### src/rtl/pcim_pkg.sv
package pcim_pkg;
  localparam logic [3:0] CMD_MEM_WR = 4'b0111;

  typedef enum logic [2:0] {
    ST_IDLE,
    ST_REQW,
    ST_ADDR,
    ST_DATA,
    ST_END,
    ST_TURN
  } pcim_state_e;
endpackage

### src/rtl/pcim_dsel_timer.sv
module pcim_dsel_timer #(
  parameter int DEVSEL_TO = 4
) (
  input  logic clk_i,
  input  logic rst_ni,
  input  logic start_i,
  input  logic active_i,
  input  logic devsel_ni,
  output logic timeout_o
);
  localparam int TO_W = $clog2(DEVSEL_TO + 1);

  logic [TO_W-1:0] cnt_q;
  logic            seen_q;

  always_ff @(posedge clk_i or negedge rst_ni) begin
    if (!rst_ni) begin
      cnt_q  <= '0;
      seen_q <= 1'b0;
    end else if (start_i) begin
      cnt_q  <= '0;
      seen_q <= 1'b0;
    end else if (active_i && !seen_q) begin
      if (!devsel_ni) seen_q <= 1'b1;
      else            cnt_q  <= cnt_q + 1'b1;
    end
  end

  assign timeout_o = active_i && !seen_q && devsel_ni && (cnt_q == TO_W'(DEVSEL_TO - 1));

  // the sequencer leaves the data state right after a timeout
  a_r8_leave_after_timeout: assert property (@(posedge clk_i) disable iff (!rst_ni)
    timeout_o |=> !active_i);
endmodule

### src/rtl/pcim_par_gen.sv
module pcim_par_gen #(
  parameter int AD_W = 32
) (
  input  logic            clk_i,
  input  logic            rst_ni,
  input  logic [AD_W-1:0] ad_i,
  input  logic [3:0]      cbe_n_i,
  input  logic            oe_i,
  output logic            par_o,
  output logic            par_oe_o
);
  always_ff @(posedge clk_i or negedge rst_ni) begin
    if (!rst_ni) begin
      par_o    <= 1'b0;
      par_oe_o <= 1'b0;
    end else begin
      par_o    <= ^{ad_i, cbe_n_i};
      par_oe_o <= oe_i;
    end
  end
endmodule

### src/rtl/pcim_seq.sv
module pcim_seq
  import pcim_pkg::*;
#(
  parameter int CNT_W     = 8,
  parameter int MAX_BURST = 8
) (
  input  logic             clk_i,
  input  logic             rst_ni,
  input  logic             burst_en_i,
  input  logic [CNT_W-1:0] wq_count_i,
  input  logic             gnt_ni,
  input  logic             devsel_ni,
  input  logic             trdy_ni,
  input  logic             stop_ni,
  input  logic             timeout_i,
  output pcim_state_e      state_o,
  output logic             req_n_o,
  output logic             frame_n_o,
  output logic             irdy_n_o,
  output logic             abort_o,
  output logic             pop_o
);
  localparam int LEN_W = $clog2(MAX_BURST + 1);

  pcim_state_e      state_q;
  logic             req_n_q, frame_n_q, irdy_n_q, abort_q, mode_q;
  logic [LEN_W-1:0] rem_q, first_len;
  logic             launch, xfer, stopped;

  always_comb begin
    if (!burst_en_i)                               first_len = LEN_W'(1);
    else if (wq_count_i > CNT_W'(MAX_BURST))       first_len = LEN_W'(MAX_BURST);
    else                                           first_len = LEN_W'(wq_count_i);
  end

  assign launch  = (state_q == ST_REQW || state_q == ST_TURN) && !req_n_q && !gnt_ni
                   && (wq_count_i != '0);
  assign xfer    = (state_q == ST_DATA) && !devsel_ni && !trdy_ni;
  assign stopped = (state_q == ST_DATA) && !devsel_ni && !stop_ni;
  assign pop_o   = xfer || ((state_q == ST_DATA) && timeout_i);

  always_ff @(posedge clk_i or negedge rst_ni) begin
    if (!rst_ni) begin
      state_q   <= ST_IDLE;
      req_n_q   <= 1'b1;
      frame_n_q <= 1'b1;
      irdy_n_q  <= 1'b1;
      abort_q   <= 1'b0;
      mode_q    <= 1'b0;
      rem_q     <= '0;
    end else begin
      abort_q <= 1'b0;
      if (launch) begin
        state_q   <= ST_ADDR;
        frame_n_q <= 1'b0;
        mode_q    <= burst_en_i;
        rem_q     <= first_len;
        // burst: one transaction per tenure; single: keep request until last entry
        if (burst_en_i || wq_count_i == CNT_W'(1)) req_n_q <= 1'b1;
      end else begin
        unique case (state_q)
          ST_IDLE: begin
            if (wq_count_i != '0) begin
              req_n_q <= 1'b0;
              state_q <= ST_REQW;
            end
          end
          ST_REQW: ;
          ST_ADDR: begin
            state_q   <= ST_DATA;
            irdy_n_q  <= 1'b0;
            frame_n_q <= (rem_q == LEN_W'(1));
          end
          ST_DATA: begin
            if (timeout_i) begin
              frame_n_q <= 1'b1;
              abort_q   <= 1'b1;
              state_q   <= ST_END;
            end else if (stopped) begin
              if (!frame_n_q) begin
                frame_n_q <= 1'b1;
                state_q   <= ST_END;
              end else begin
                irdy_n_q <= 1'b1;
                state_q  <= ST_TURN;
              end
            end else if (xfer) begin
              if (frame_n_q) begin
                irdy_n_q <= 1'b1;
                state_q  <= ST_TURN;
              end else begin
                rem_q <= rem_q - 1'b1;
                if (rem_q == LEN_W'(2)) frame_n_q <= 1'b1;
              end
            end
          end
          ST_END: begin
            irdy_n_q <= 1'b1;
            state_q  <= ST_TURN;
          end
          ST_TURN: state_q <= req_n_q ? ST_IDLE : ST_REQW;
          default: state_q <= ST_IDLE;
        endcase
      end
    end
  end

  assign state_o   = state_q;
  assign req_n_o   = req_n_q;
  assign frame_n_o = frame_n_q;
  assign irdy_n_o  = irdy_n_q;
  assign abort_o   = abort_q;

  // a burst tenure gives up the request by its address phase
  a_r5_burst_req_released: assert property (@(posedge clk_i) disable iff (!rst_ni)
    (state_q == ST_ADDR && mode_q) |-> req_n_q);
  // FRAME# is never lowered again inside a transaction
  a_r6_frame_no_relower: assert property (@(posedge clk_i) disable iff (!rst_ni)
    (state_q == ST_DATA && frame_n_q) |=> (frame_n_q || state_q == ST_ADDR));
endmodule

### src/rtl/pcim_wr_master.sv
module pcim_wr_master
  import pcim_pkg::*;
#(
  parameter int CNT_W     = 8,
  parameter int MAX_BURST = 8,
  parameter int DEVSEL_TO = 4
) (
  input  logic             clk_i,
  input  logic             rst_ni,
  input  logic             burst_en_i,
  input  logic [CNT_W-1:0] wq_count_i,
  input  logic [29:0]      wq_waddr_i,
  input  logic [31:0]      wq_data_i,
  input  logic [3:0]       wq_be_i,
  output logic             wq_pop_o,
  output logic             abort_o,
  output logic             req_n_o,
  input  logic             gnt_ni,
  output logic             frame_n_o,
  output logic             irdy_n_o,
  input  logic             devsel_ni,
  input  logic             trdy_ni,
  input  logic             stop_ni,
  output logic [31:0]      ad_o,
  output logic [3:0]       cbe_n_o,
  output logic             ad_oe_o,
  output logic             par_o,
  output logic             par_oe_o
);
  pcim_state_e state;
  logic        timeout;

  pcim_seq #(.CNT_W(CNT_W), .MAX_BURST(MAX_BURST)) u_seq (
    .clk_i      (clk_i),
    .rst_ni     (rst_ni),
    .burst_en_i (burst_en_i),
    .wq_count_i (wq_count_i),
    .gnt_ni     (gnt_ni),
    .devsel_ni  (devsel_ni),
    .trdy_ni    (trdy_ni),
    .stop_ni    (stop_ni),
    .timeout_i  (timeout),
    .state_o    (state),
    .req_n_o    (req_n_o),
    .frame_n_o  (frame_n_o),
    .irdy_n_o   (irdy_n_o),
    .abort_o    (abort_o),
    .pop_o      (wq_pop_o)
  );

  pcim_dsel_timer #(.DEVSEL_TO(DEVSEL_TO)) u_dsel (
    .clk_i     (clk_i),
    .rst_ni    (rst_ni),
    .start_i   (state == ST_ADDR),
    .active_i  (state == ST_DATA),
    .devsel_ni (devsel_ni),
    .timeout_o (timeout)
  );

  // head entry is driven straight through; the queue advances on pop
  always_comb begin
    ad_oe_o = 1'b0;
    ad_o    = '0;
    cbe_n_o = 4'hF;
    unique case (state)
      ST_ADDR: begin
        ad_oe_o = 1'b1;
        ad_o    = {wq_waddr_i, 2'b00};
        cbe_n_o = CMD_MEM_WR;
      end
      ST_DATA, ST_END: begin
        ad_oe_o = 1'b1;
        ad_o    = wq_data_i;
        cbe_n_o = ~wq_be_i;
      end
      default: ;
    endcase
  end

  pcim_par_gen #(.AD_W(32)) u_par (
    .clk_i    (clk_i),
    .rst_ni   (rst_ni),
    .ad_i     (ad_o),
    .cbe_n_i  (cbe_n_o),
    .oe_i     (ad_oe_o),
    .par_o    (par_o),
    .par_oe_o (par_oe_o)
  );

  a_r1_addr_cmd: assert property (@(posedge clk_i) disable iff (!rst_ni)
    $fell(frame_n_o) |-> (cbe_n_o == 4'b0111 && ad_o[1:0] == 2'b00));
  a_r2_irdy_next: assert property (@(posedge clk_i) disable iff (!rst_ni)
    $fell(frame_n_o) |=> !irdy_n_o);
  a_r3_pop_in_phase: assert property (@(posedge clk_i) disable iff (!rst_ni)
    wq_pop_o |-> (!irdy_n_o && ad_oe_o));
  a_r7_parity: assert property (@(posedge clk_i) disable iff (!rst_ni)
    ad_oe_o |=> (par_oe_o && par_o == $past(^{ad_o, cbe_n_o})));
  a_r8_abort_shape: assert property (@(posedge clk_i) disable iff (!rst_ni)
    abort_o |-> (frame_n_o && !irdy_n_o));
  a_r11_turnaround: assert property (@(posedge clk_i) disable iff (!rst_ni)
    $rose(irdy_n_o) |-> (!ad_oe_o && $past(frame_n_o)));
endmodule

### config.mk
export PLATFORM = sky130hd
export DESIGN_NAME = pcim_wr_master
export DESIGN_NICKNAME = d
export VERILOG_FILES = /design/src/rtl/pcim_pkg.sv /design/src/rtl/pcim_dsel_timer.sv /design/src/rtl/pcim_par_gen.sv /design/src/rtl/pcim_seq.sv /design/src/rtl/pcim_wr_master.sv
export SDC_FILE = /design/constraint.sdc
export NUM_CORES = 1
export LEC_CHECK = 0
export BUFFER_PORTS_ARGS = -buffer_cell sky130_fd_sc_hd__buf_4
export CORE_MARGIN = 10
export CORE_UTILIZATION = 40
export CTS_CLUSTER_SIZE = 14
export DETAILED_ROUTE_END_ITERATION = 7
export PLACE_DENSITY = 0.73
export SYNTH_ARGS = -nofsm -noshare
export SYNTH_HDL_FRONTEND = slang
export SYNTH_SLANG_ARGS = --single-unit
### constraint.sdc
create_clock -name clk_i -period 2.9 [get_ports clk_i]
set_input_delay 0.29 -clock clk_i [delete_from_list [all_inputs] [get_ports clk_i]]
set_output_delay 0.29 -clock clk_i [all_outputs]
set_load 0.05 [all_outputs]
==> Yosys cells after proc, flatten, opt, wreduce, memory -nomap -nowiden <==
Index checks and enable logic that the tools add are counted.
Widths: inputs -> output; s select.
{ "classes": {"bitwise_logic": 2, "reduce_logical": 39, "order_cmp": 1, "multipliers": 0, "div": 0, "muxes": 45, "eq_ne": 20, "add_sub_neg": 2, "shifts": 0} }
{ "ops": {"columns": ["operator", "count"], "rows": [
  ["$pmux 32 s2", 1],
  ["$reduce_xor 36->1", 1],
  ["$mux 4", 8],
  ["$mux 3", 9],
  ["$mux 1", 23],
  ["$pmux 3 s6", 1],
  ["$reduce_bool 2->1", 6],
  ["$logic_and 1x1->1", 10],
  ["$ne 5x5->1 const B", 2],
  ["$eq 3x2->1 const B", 3],
  ["$eq 8x1->1 const B", 1],
  ["$gt 8x4->1 const B", 1],
  ["$ne 2x2->1 const B", 4],
  ["$pmux 4 s2", 1],
  ["$reduce_and 4->1", 2],
  ["$reduce_bool 8->1", 1],
  ["$eq 3x3->1 const B", 2],
  ["$logic_not 1->1", 6],
  ["$ne 2x1->1 const B", 3],
  ["$reduce_and 2->1", 3],
  ["$reduce_bool 3->1", 2],
  ["$reduce_and 5->1", 1],
  ["$eq 4x1->1 const B", 1],
  ["$eq 4x2->1 const B", 1],
  ["14 further kinds", 16]
]} }
{ "totals": {"word_cells": 119, "mem_count": 0, "reg_bits": 17, "latch_bits": 0, "mem_bits_rw": 0, "romBits": 0} }

==> Depth between registers and ports, before layout <==
{ "depth": {"ltp_word": 8, "depth_mapped": 11, "depth_no_buf": 9} }

==> Hierarchy <==
Synthesis repeated with hierarchy kept, for this count alone.
{ "hier_totals": {"hier_cells": 231, "area_unflattened_um2": 2130.8} }
{ "modules_own_cells": {"columns": ["mod", "area_per_inst_um2", "cells_per_inst", "instances", "seq_area_each_um2"], "rows": [
  ["pcim_seq", 800.8, 90, 1, 279.0],
  ["pcim_wr_master", 732.0, 84, 1, 0.0],
  ["pcim_par_gen", 361.6, 36, 1, 50.0],
  ["pcim_dsel_timer", 236.5, 21, 1, 100.1]
]} }

==> Worst setup path after synthesis <==
No wires, ideal clock.
{ "synth_timing": {"path_type": "reg-to-output", "startpoint": "register u_seq.state_q[0] (netlist: u_seq.state_o[0])", "endpoint": "output ad_o[10]", "path_stages_with_launch": 7, "t_required_ns": 2.610, "path_slack_ns": 0.079, "t_arrival_ns": 2.531, "path_cell_list": "dfrtp_1 > clkbuf_1 > or3_1 > clkbuf_1 > clkbuf_1 > clkbuf_1 > o21ai_0"} }
{ "synth_via": {"elab_chain_len": 3, "word_cells_on_any_way": 5, "classes_between": "eq/ne: 3; mux: 1; reduce/logical: 1"} }
{ "synth_lines": {"columns": ["item", "line_no", "text"], "rows": [
  ["start: declaration", "pcim_seq.sv:25", "pcim_state_e state_q;"],
  ["start signal: assignment", "pcim_seq.sv:101", "ST_TURN: state_q <= req_n_q ? ST_IDLE : ST_REQW;"],
  ["$eq 3x3->1 / $eq 3x2->1 (equally long branches)", "pcim_wr_master.sv:65", "unique case (state)"],
  ["$reduce_or 2->1", "pcim_wr_master.sv:65", null],
  ["$pmux 32 s2 *", "pcim_wr_master.sv:65", null],
  ["end: declaration", "pcim_wr_master.sv:24", "output logic [31:0] ad_o,"]
]} }
Mark *: on every way between the ends. The rest lies on a longest branch, timed or not.

==> Worst setup path in the final report <==
{ "layout_timing": {"startpoint": "register u_seq.state_q[1] (netlist: u_seq.state_o[1])", "endpoint": "register u_par.par_o"} }
{ "layout_via": {"elab_chain_len": 4, "word_cells_on_any_way": 7, "classes_between": "eq/ne: 3; mux: 2; reduce/logical: 2"} }
{ "layout_lines": {"columns": ["item", "line_no", "text"], "rows": [
  ["$eq 3x3->1 / $eq 3x2->1 (equally long branches)", "pcim_wr_master.sv:65", null],
  ["$reduce_or 2->1", "pcim_wr_master.sv:65", null],
  ["$pmux 4 s2 / $pmux 32 s2 (equally long branches)", "pcim_wr_master.sv:65", null],
  ["$reduce_xor 36->1 *", "pcim_par_gen.sv:17", "par_o <= ^{ad_i, cbe_n_i};"],
  ["end signal: assignment", "pcim_par_gen.sv:17", null],
  ["end: declaration", "pcim_par_gen.sv:9", "output logic par_o,"]
]} }
Marked as above.
A chain may end at the register's enable or synchronous reset.

==> results.json <==
{
  "outcome": "finished, final reports clean",
  "die_w_um": 95.56,
  "drt_iter0_drc": 158,
  "routed-wl-met2_um": 4011,
  "async_flop_share": 1.000,
  "rsz0062_at_grt": "false",
  "criticalPathCategory": "flop to flop",
  "post-route-drc-count": 0,
  "endpoint_kind": "flop",
  "synth_cells": 328,
  "leakagePower_nw": 1.656,
  "overflow": 0,
  "yosysUniqueCellTypes": 44,
  "clkLatencyLatePin_ns": 0.25,
  "ff2ff_path_depth": 8,
  "layout_commonest_cell": "buf_4",
  "wl_met1_um": 3224,
  "antenna_found_initial": 0,
  "std_cell_rows": 27,
  "gp_congestion": 0.8172,
  "cts_root_buffer": "clkbuf_8",
  "tightestPinTransition_ns": 0.6597,
  "h-tree-depth": 1,
  "boundaryPins": 125,
  "setup_slack_ns": 0.2272,
  "cts_sinks": 17,
  "grt_pass1_wl_um": 12810,
  "min_path_cells": 4,
  "hold_violations": 0,
  "slew_headroom": 0.5586,
  "totalWireLength_um": 7996,
  "syn_nets": 414,
  "start_util": 0.4147,
  "synth-seq-cells": 17,
  "grt_pass1_vias": 2812,
  "hp-start": "gnt_ni",
  "coreArea_um2": 5507,
  "grt_usage": 0.1654,
  "numCtsBuffers": 3,
  "rr_endpoint": "u_par.par_o$_DFF_PN0_",
  "fin_worst_skew_ns": 0.002264,
  "path_clk_slew_ns": 0.06,
  "viasPerCell": 5.412,
  "die_y_um": 95.56,
  "synth-seq-area-share": 0.1879,
  "syn_avg_cell_area_um2": 6.962,
  "drive_above_1_share": 0.3281,
  "r2r_slack_ns": 0.23,
  "synth_ff_type": "dfrtp_1",
  "fill_cells": 539,
  "setup-tns-final_ns": 0,
  "tritoncts": "built",
  "multi_input_area_um2": 1674,
  "grt_start_max_net_pins": 24,
  "hold_end": "u_seq.req_n_o$_DFFE_PN1P_",
  "dp_worst_setup_slack_ns": 0.1521,
  "period_share": 0.9217,
  "final_cell_mix": "buf_4, o21ai_0, a21oi_1",
  "cap_viol_max_count": 0,
  "cts_setup_buffers": 0,
  "postRouteAntennaNets": 0,
  "dp_hpwl_um": 6621,
  "synth-edff-count": 0,
  "drv_slew": 0,
  "fin_nets": 535,
  "hold_path_class": "primary input to flop",
  "final-setup-viol-count": 0,
  "cts_buffer_depth": 2,
  "register_area_um2": 429.2,
  "min_period_ns": 2.673,
  "critPathLaunchType": "flop",
  "synthesis.area_um2": 2283,
  "power.density_nw_per_um2": 1078,
  "synthToLayoutAreaGrowth_pct": 46.47,
  "dieArea_um2": 9131,
  "route.met3.wl_um": 727,
  "worstPathRequired_ns": 3.02,
  "ys_warn_count": 0,
  "clock.fmax_mhz": 374.1,
  "worst_ir_drop_vdd_uv": 538.8,
  "vias": 2814,
  "top_layer_used": "met4",
  "io_buffer_count": 124,
  "wl_per_cell_um": 15.38,
  "crit_fanout": 11,
  "arrival_ns": 2.80,
  "antennaDiodeCount": 0,
  "timing.rr.start": "u_seq.state_o[1]$_DFFE_PN0P_",
  "firstDrtPassIters": 4
}
==> area by class of cell <==
class | instances | share of cell area
inverter | 24 | 0.02694
timing repair buffer | 135 | 0.3038
multi-input combinational | 268 | 0.5006
tap | 72 | 0.02694
sequential | 17 | 0.1283
clock buffer | 4 | 0.01347
==> cells in the mapped netlist (all sizes together), types with 2 or more instances <==
cell type | number | area, um2
mux2i | 3 | 30.03
a22oi | 23 | 172.7
a22o | 5 | 52.55
xor2 | 5 | 43.79
xnor2 | 10 | 95.10
nor2b | 22 | 137.6
buf | 8 | 60.05
ha | 5 | 62.56
nand2 | 28 | 105.1
a21oi | 30 | 150.1
and2 | 3 | 18.77
o22ai | 13 | 81.33
nor3b | 2 | 25.02
nand2b | 4 | 25.02
dfrtp | 14 | 350.3
or3 | 3 | 18.77
or2 | 2 | 12.52
nand3 | 6 | 30.03
clkbuf | 11 | 41.29
nor2 | 28 | 105.1
xnor3 | 3 | 67.56
o21ai | 53 | 265.3
dfstp | 3 | 78.83
nor3 | 5 | 25.02
inv | 24 | 90.09
nor4b | 2 | 17.52
==> worst max-delay path: stages (launching register included) <==
cell and delay [ns]:
dfrtp_1 0.48, and3b_1 0.24, buf_4 0.17, or2_4 0.30
a22o_4 0.24, xnor2_2 0.16, xor2_1 0.24, xnor3_1 0.35
xnor3_1 0.36
==> worst max path at each step <==
stage / start / cells after the start / end / slack, ns
floorplan: u_seq.state_o[0]$_DFFE_PN0P_ / 6 / ad_o[10] / 0.08
global placement: u_seq.state_o[1]$_DFFE_PN0P_ / 8 / u_par.par_o$_DFF_PN0_ / 0.20
detailed placement: u_seq.state_o[1]$_DFFE_PN0P_ / 6 / u_par.par_o$_DFF_PN0_ / 0.15
CTS: u_seq.state_o[1]$_DFFE_PN0P_ / 6 / u_par.par_o$_DFF_PN0_ / 0.14
global route: u_seq.state_o[1]$_DFFE_PN0P_ / 8 / u_par.par_o$_DFF_PN0_ / 0.12
finish: u_seq.state_o[1]$_DFFE_PN0P_ / 8 / u_par.par_o$_DFF_PN0_ / 0.23
==> through the flow <==
step / hold slack [ns] / power [mW] / instances / util / instance area [um2]
after floorplan: -0.005591 / 2.659 / 328 / - / 2283
after global placement: 0.1676 / 3.401 / 515 / 0.5965 / 3284
after detailed placement: 0.1683 / 3.435 / 515 / 0.5965 / 3284
after CTS: 0.3751 / 3.615 / 520 / 0.6065 / 3339
after global routing: 0.3918 / 3.851 / 520 / 0.6074 / 3344
final: 0.3711 / 3.607 / 520 / 0.6074 / 3344
==> metal layers <==
layer	GRT usage	vias up
met3	0.05656	4
li1	-	1412
met4	0.009828	0
met2	0.2957	89
met1	0.1945	1309
met5	0	-
==> kinds of logic after synthesis <==
| group | share of synthesized area |
|---|---|
| flops | 0.1879 |
| fa+ha+maj | 0.02740 |
| simple gates | 0.2384 |
| xor+xnor | 0.1008 |
| mux | 0.01315 |
| buf+inv | 0.08383 |
| compound gates | 0.3485 |
==> where the power goes <==
group          switching [mW]  total (mW)  internal, mW
Clock                  0.0740       0.171        0.0973
Combinational            1.83        2.99          1.16
Sequential             0.0851       0.446         0.360
==> registers in the layout (all words and copies together) (netlist names) <==
name and cells:
u_seq.rem_q 4, u_dsel.cnt_q 3, u_seq.state_o 3, u_dsel.seen_q 1, u_par.par_o 1, u_par.par_oe_o 1
u_seq.abort_o 1, u_seq.frame_n_o 1, u_seq.irdy_n_o 1, u_seq.req_n_o 1
==> timing repair <==
action,4_1_cts,5_1_grt
endpoints found under the hold margin,14,0
setup endpoints to repair,0,1
hold buffers,1,0
gates resized for setup,0,2
Note: power is estimated with default switching activity, not from simulation.
